[config.mk]
export PLATFORM = sky130hd
export DESIGN_NAME = sbus_datapath
export DESIGN_NICKNAME = d
export VERILOG_FILES = /design/src/rtl/sbus_pkg.sv /design/src/rtl/sbus_gpr_file.sv /design/src/rtl/sbus_bus_mux.sv /design/src/rtl/sbus_alu.sv /design/src/rtl/sbus_mem_port.sv /design/src/rtl/sbus_datapath.sv
export SDC_FILE = /design/constraint.sdc
export NUM_CORES = 1
export LEC_CHECK = 0
export BUFFER_PORTS_ARGS = -buffer_cell sky130_fd_sc_hd__buf_2
export CAP_MARGIN = 40
export CORE_ASPECT_RATIO = 1.25
export CORE_UTILIZATION = 60
export DETAILED_ROUTE_END_ITERATION = 16
export HOLD_SLACK_MARGIN = 0.1
export PLACE_DENSITY = 0.8
export SETUP_SLACK_MARGIN = 0.02
export SYNTH_ARGS = -nofsm -noshare
export SYNTH_HDL_FRONTEND = slang
export SYNTH_SLANG_ARGS = --single-unit
[constraint.sdc]
create_clock -name clk -period 24.7 [get_ports clk]
set_clock_uncertainty 0.05 [all_clocks]
set_input_delay 2.47 -clock clk [delete_from_list [all_inputs] [get_ports clk]]
set_output_delay 2.47 -clock clk [all_outputs]
set_load 0.03 [all_outputs]
[src/rtl/sbus_pkg.sv]
`timescale 1ns/1ps
package sbus_pkg;

    parameter int unsigned WORD_W   = 32;
    parameter int unsigned GPR_N    = 8;
    parameter int unsigned STEP_VAL = 4;

    typedef enum logic [1:0] {
        OP_ADD = 2'd0,
        OP_SUB = 2'd1,
        OP_AND = 2'd2,
        OP_OR  = 2'd3
    } alu_op_e;

    typedef enum logic {
        OPA_X    = 1'b0,
        OPA_FOUR = 1'b1
    } opa_sel_e;

    // special-purpose bus sources placed after the general registers
    typedef struct packed {
        logic pc;
        logic y;
        logic mdr;
    } spr_oe_t;

    localparam int unsigned SPR_N = 3;

    function automatic int unsigned src_count(input int unsigned n_gpr);
        return n_gpr + SPR_N;
    endfunction

endpackage

[src/rtl/sbus_gpr_file.sv]
`timescale 1ns/1ps
module sbus_gpr_file #(
    parameter int unsigned DW   = 32,
    parameter int unsigned NREG = 8
) (
    input  logic                 clk,
    input  logic                 rst,
    input  logic [DW-1:0]        bus,
    input  logic [NREG-1:0]      ld_en,
    output logic [NREG*DW-1:0]   q_flat
);
    logic [DW-1:0] regs [NREG];

    for (genvar g = 0; g < NREG; g++) begin : g_reg
        always_ff @(posedge clk) begin
            if (rst)
                regs[g] <= '0;
            else if (ld_en[g])
                regs[g] <= bus;
        end
        assign q_flat[g*DW +: DW] = regs[g];
    end
endmodule

[src/rtl/sbus_bus_mux.sv]
`timescale 1ns/1ps
module sbus_bus_mux #(
    parameter int unsigned DW   = 32,
    parameter int unsigned NSRC = 11
) (
    input  logic [NSRC*DW-1:0] src_val,
    input  logic [NSRC-1:0]    src_oe,
    output logic [DW-1:0]      bus,
    output logic               conflict
);
    localparam int unsigned CW = $clog2(NSRC + 1);

    logic [CW-1:0] n_drv;
    logic [DW-1:0] merged;

    always_comb begin
        n_drv  = '0;
        merged = '0;
        for (int i = 0; i < NSRC; i++) begin
            if (src_oe[i]) begin
                n_drv  = n_drv + CW'(1);
                merged = merged | src_val[i*DW +: DW];
            end
        end
    end

    assign conflict = (n_drv > CW'(1));
    assign bus      = conflict ? '0 : merged;
endmodule

[src/rtl/sbus_alu.sv]
`timescale 1ns/1ps
module sbus_alu
    import sbus_pkg::*;
#(
    parameter int unsigned DW   = 32,
    parameter int unsigned STEP = 4
) (
    input  logic [DW-1:0] x_val,
    input  logic [DW-1:0] bus,
    input  opa_sel_e      opa_sel,
    input  alu_op_e       op,
    output logic [DW-1:0] result
);
    localparam logic [DW-1:0] STEP_W = DW'(STEP);

    logic [DW-1:0] opa;

    assign opa = (opa_sel == OPA_FOUR) ? STEP_W : x_val;

    always_comb begin
        unique case (op)
            OP_ADD:  result = opa + bus;
            OP_SUB:  result = opa - bus;
            OP_AND:  result = opa & bus;
            OP_OR:   result = opa | bus;
            default: result = '0;
        endcase
    end
endmodule

[src/rtl/sbus_mem_port.sv]
`timescale 1ns/1ps
module sbus_mem_port #(
    parameter int unsigned DW = 32
) (
    input  logic          clk,
    input  logic          rst,
    input  logic [DW-1:0] bus,
    input  logic          addr_ld,
    input  logic          data_ld_int,
    input  logic          data_ld_ext,
    input  logic [DW-1:0] ext_rdata,
    input  logic          rd_req,
    input  logic          wr_req,
    output logic [DW-1:0] addr_q,
    output logic [DW-1:0] data_q,
    output logic          ext_rd,
    output logic          ext_wr
);
    always_ff @(posedge clk) begin
        if (rst)
            addr_q <= '0;
        else if (addr_ld)
            addr_q <= bus;
    end

    always_ff @(posedge clk) begin
        if (rst)
            data_q <= '0;
        else if (data_ld_ext)
            data_q <= ext_rdata;
        else if (data_ld_int)
            data_q <= bus;
    end

    assign ext_rd = rd_req;
    assign ext_wr = wr_req;
endmodule

[src/rtl/sbus_datapath.sv]
`timescale 1ns/1ps
module sbus_datapath
    import sbus_pkg::*;
#(
    parameter int unsigned DW   = sbus_pkg::WORD_W,
    parameter int unsigned NREG = sbus_pkg::GPR_N
) (
    input  logic            clk,
    input  logic            rst,
    input  logic [NREG-1:0] gpr_oe,
    input  logic [NREG-1:0] gpr_ie,
    input  logic            pc_oe,
    input  logic            pc_ie,
    input  logic            y_oe,
    input  logic            y_ie,
    input  logic            mdr_oe,
    input  logic            mdr_ie,
    input  logic            mdr_ext_ie,
    input  logic            x_ie,
    input  logic            ir_ie,
    input  logic            mar_ie,
    input  logic            sel_four,
    input  logic [1:0]      alu_op,
    input  logic            mem_rd_req,
    input  logic            mem_wr_req,
    input  logic [DW-1:0]   mem_rdata,
    output logic [DW-1:0]   mem_addr,
    output logic [DW-1:0]   mem_wdata,
    output logic            mem_rd,
    output logic            mem_wr,
    output logic [DW-1:0]   ir_out,
    output logic [DW-1:0]   bus_out,
    output logic            bus_conflict
);
    localparam int unsigned NSRC = src_count(NREG);

    logic [DW-1:0]      bus;
    logic [NREG*DW-1:0] gpr_flat;
    logic [DW-1:0]      pc_q, ir_q, x_q, y_q;
    logic [DW-1:0]      alu_res;
    logic [DW-1:0]      mdr_q;
    spr_oe_t            spr_oe;
    logic [NSRC-1:0]    src_oe;
    logic [NSRC*DW-1:0] src_val;

    assign spr_oe = '{pc: pc_oe, y: y_oe, mdr: mdr_oe};
    assign src_oe  = {spr_oe, gpr_oe};
    assign src_val = {pc_q, y_q, mdr_q, gpr_flat};

    sbus_gpr_file #(.DW(DW), .NREG(NREG)) u_gpr (
        .clk    (clk),
        .rst    (rst),
        .bus    (bus),
        .ld_en  (gpr_ie),
        .q_flat (gpr_flat)
    );

    sbus_bus_mux #(.DW(DW), .NSRC(NSRC)) u_bus (
        .src_val  (src_val),
        .src_oe   (src_oe),
        .bus      (bus),
        .conflict (bus_conflict)
    );

    sbus_alu #(.DW(DW), .STEP(STEP_VAL)) u_alu (
        .x_val   (x_q),
        .bus     (bus),
        .opa_sel (opa_sel_e'(sel_four)),
        .op      (alu_op_e'(alu_op)),
        .result  (alu_res)
    );

    sbus_mem_port #(.DW(DW)) u_mem (
        .clk         (clk),
        .rst         (rst),
        .bus         (bus),
        .addr_ld     (mar_ie),
        .data_ld_int (mdr_ie),
        .data_ld_ext (mdr_ext_ie),
        .ext_rdata   (mem_rdata),
        .rd_req      (mem_rd_req),
        .wr_req      (mem_wr_req),
        .addr_q      (mem_addr),
        .data_q      (mdr_q),
        .ext_rd      (mem_rd),
        .ext_wr      (mem_wr)
    );

    always_ff @(posedge clk) begin
        if (rst) begin
            pc_q <= '0;
            ir_q <= '0;
            x_q  <= '0;
            y_q  <= '0;
        end else begin
            if (pc_ie) pc_q <= bus;
            if (ir_ie) ir_q <= bus;
            if (x_ie)  x_q  <= bus;
            if (y_ie)  y_q  <= alu_res;
        end
    end

    assign mem_wdata = mdr_q;
    assign ir_out    = ir_q;
    assign bus_out   = bus;
endmodule

==> metrics <==
outcome finished clean; Critical-path top delay cell a2111oi_0; Placer Congestion 1.009; filler instances ~2700; Hold WC Path Type flop to flop; total vias in the final route ~18000; width of the die 175.0 µm; commonest register cell after synthesis edfxtp_1; Crit path largest cell delay 0.87 ns; number of global-route vias before repair 17630; Worst Reg-to-Reg Cells 21; DP Wirelength 44660 µm; multi-input logic area about 9700 µm²; fin crit share 55.76%; # DRC 0; WL/cell 23.71 µm; max_cap viols 0; Reg area 11530 µm²; Mapped Nets 2350; relative slew slack 36.64%; min Tclk post-route 13.77 ns; multiplexer area fraction after synthesis 6.441%; Hold Slack 0.4300 ns; Row Count approximately 80; Leak Pwr 10.71 nW; GRT Residual Overflow 0; first-pass detailed-route iteration total 6; Worst-Margin Slew 0.9264 ns; highest ir drop seen on vdd around 0.082 mV; Post-Synth Simple-Gate Area 15.53%; RSZ-0062 raised after global routing false; Critical Path End y_q[28]; crit path capture type flop; R2R setup slack between 15 and 20 ns; initial antenna violation count 0; Clock Path Buffers 3; post-DR vias/cell 6.519; CP max FO 50; number of flops mapped to enable cells by yosys approximately 260; synth-to-layout area growth 12.16%; core area 36600 µm²; Warnings, synthesis 0; worst reg2reg endpoint y_q[31]; first-pass GRT wire length 101700 µm; Iter 0 DRT Violations 2067; TritonCTS Sinks 448; Pwr Total 0.003563 W; launch point of the worst path gpr_oe[0]; Synth Area in Compound Gates 14.19%; Avg Cell Area, Syn 10.03 µm²; Post-CTS Setup Inserts 0; Synth Cell Area 22440 µm²; count of cell types in the netlist between 80 and 90; setup violators final 0; aggregate global-route resource usage 34.86%; critical path startpoint category input port; CP required 25.11 ns; latest clock arrival within the worst-skew pair 0.57 ns; Seq/Total Area, Yosys 51.39%; Power Density 141.6 nW/µm²; post-cts resize count 0; Reg clk slew, reported paths roughly 0.070 ns; Die Area ~38000 µm²; DIE HEIGHT 218.2 µm; XOR/XNOR Fraction of Synth Area 3.379%; setup TNS 0 ns; area share of fa/ha/maj cells after synthesis 3.597%; layout cell share with drive strength beyond 1 15.79%; largest family of logic cells by synthesized area simple AND/OR/NAND/NOR gates; Top Ports 196; most used cell, CP ha_1; Max Clock Freq 0.07261 GHz; nets 2431; reg2reg start u_gpr.regs[0][100]; asr flop ratio synth 0%; Mapped Cells 2238; CTS tree done; Total Wirelength roughly 67000 µm; ANT cells 0; Final Util between 60% and 70%; largest net degree at the start of global routing 89; Final Max Slew Viols 0; Port Buf Inserts 191; Yosys reg bits 448; Final Hold Vio Count 0; initial core utilization 61.31%; type of the worst setup path input port to flop; Root Driver clkbuf_16; Num CTS Buffers 43; # hold bufs at CTS 0; CTS HTree Levels 2; post-detailed-route count of antenna-violating nets 0; crit path DAT ~14 ns
## area by class of cell
cell class,count,share of cell area (%)
Multi-Input combinational cell,1509,38.49
Timing Repair Buffer,231,6.359
Inverter,86,1.293
Clock inverter,14,0.5569
Sequential cell,448,45.82
Tap cell,480,2.387
Clock buffer,62,5.087
## worst max-delay path, delay by kind of cell
family	cells	cell delay [ns]
simple gates	13	2.51
compound gates	15	3.61
buf+inv	3	0.96
xor+xnor	5	0.96
fa+ha+maj	8	2.86
mux	2	0.77
## sequential cells by signal, indices dropped and copies added (netlist names)
register	flops
u_gpr.regs	256
pc_q	32
ir_out	32
y_q	32
x_q	32
u_mem.addr_q	32
u_mem.data_q	32
## cell usage in the layout (no fill, tap or decap), types with 28 or more instances in the layout
master	Yosys	routed
nor2b_1	40	40
nor2_1	455	455
inv_1	61	61
a221oi_1	73	73
a21oi_1	89	89
a22o_1	45	45
mux2i_1	135	135
nand3_1	28	28
edfxtp_1	256	256
xnor2_1	50	50
nor3_1	31	31
dfxtp_1	192	192
buf_2	12	190
clkbuf_16	0	45
nand2_1	124	121
ha_1	46	46
a22oi_1	48	48
o21ai_0	42	42
## where the power goes
| part | leakage, nW | internal (W) | total (W) | switching [W] |
|---|---|---|---|---|
| registers | 4.41 | 0.000983 | 0.00107 | 0.0000861 |
| clock network | 0.694 | 0.000382 | 0.000668 | 0.000286 |
| logic | 5.60 | 0.000610 | 0.00183 | 0.00121 |
## per-layer routing
layer,up-vias,GRT usage (%),part of all wire [%]
met1,8870,45.60,38
met5,-,0,0
met4,0,17.25,4.4
met3,199,7.637,12
met2,1217,54.80,46
li1,8163,-,-
## how the worst min path moves through the flow
stage,start,to,slack [ns],depth (start not counted)
3_3_place_gp,x_q[10],x_q[10],0.41,2
3_5_place_dp,x_q[10],x_q[10],0.41,2
6_report,x_q[10],x_q[10],0.43,2
2_1_floorplan,x_q[10],x_q[10],0.40,2
4_1_cts,x_q[10],x_q[10],0.42,2
5_1_grt,x_q[10],x_q[10],0.45,2
## logic make-up after synthesis
group | Yosys count
flip-flops | 448
multiplexers | 143
adder cells (fa/ha/maj) | 68
AO/OA/AOI/OAI | 431
buffers and inverters | 281
AND/OR/NAND/NOR | 792
XOR/XNOR | 75
## Yosys cell counts, types with 17 or more instances
library cell	number	area share, %
nor2_1	455	7.6
edfxtp_1	256	34
dfxtp_1	192	17
mux2i_1	135	6.0
nand2_1	124	2.1
clkbuf_1	118	2.0
a21oi_1	89	2.0
a221oi_1	73	2.8
inv_1	61	1.0
xnor2_1	50	2.0
a22oi_1	48	1.6
ha_1	46	2.6
a22o_1	45	1.8
o21ai_0	42	0.94
nor2b_1	40	1.1
buf_4	37	1.2
nor3_1	31	0.69
nand3_1	28	0.62
a222oi_1	27	1.2
buf_1	26	0.43
inv_2	21	0.35
nand2b_1	21	0.59
maj3_1	20	0.89
and3_1	19	0.53
nand2_2	17	0.47
xor2_1	17	0.66
## stage by stage
step | instances | instance area, µm² | worst slack, ns
2_1_floorplan | 2238 | 22440 | 12.47
3_3_place_gp | 2732 | 23240 | 10.82
3_5_place_dp | 2754 | 23740 | 10.61
4_1_cts | 2830 | 25160 | 11.18
5_1_grt | 2830 | 25160 | 10.16
6_report | 2830 | 25160 | 10.93
Note: power is estimated with default switching activity, not from simulation.
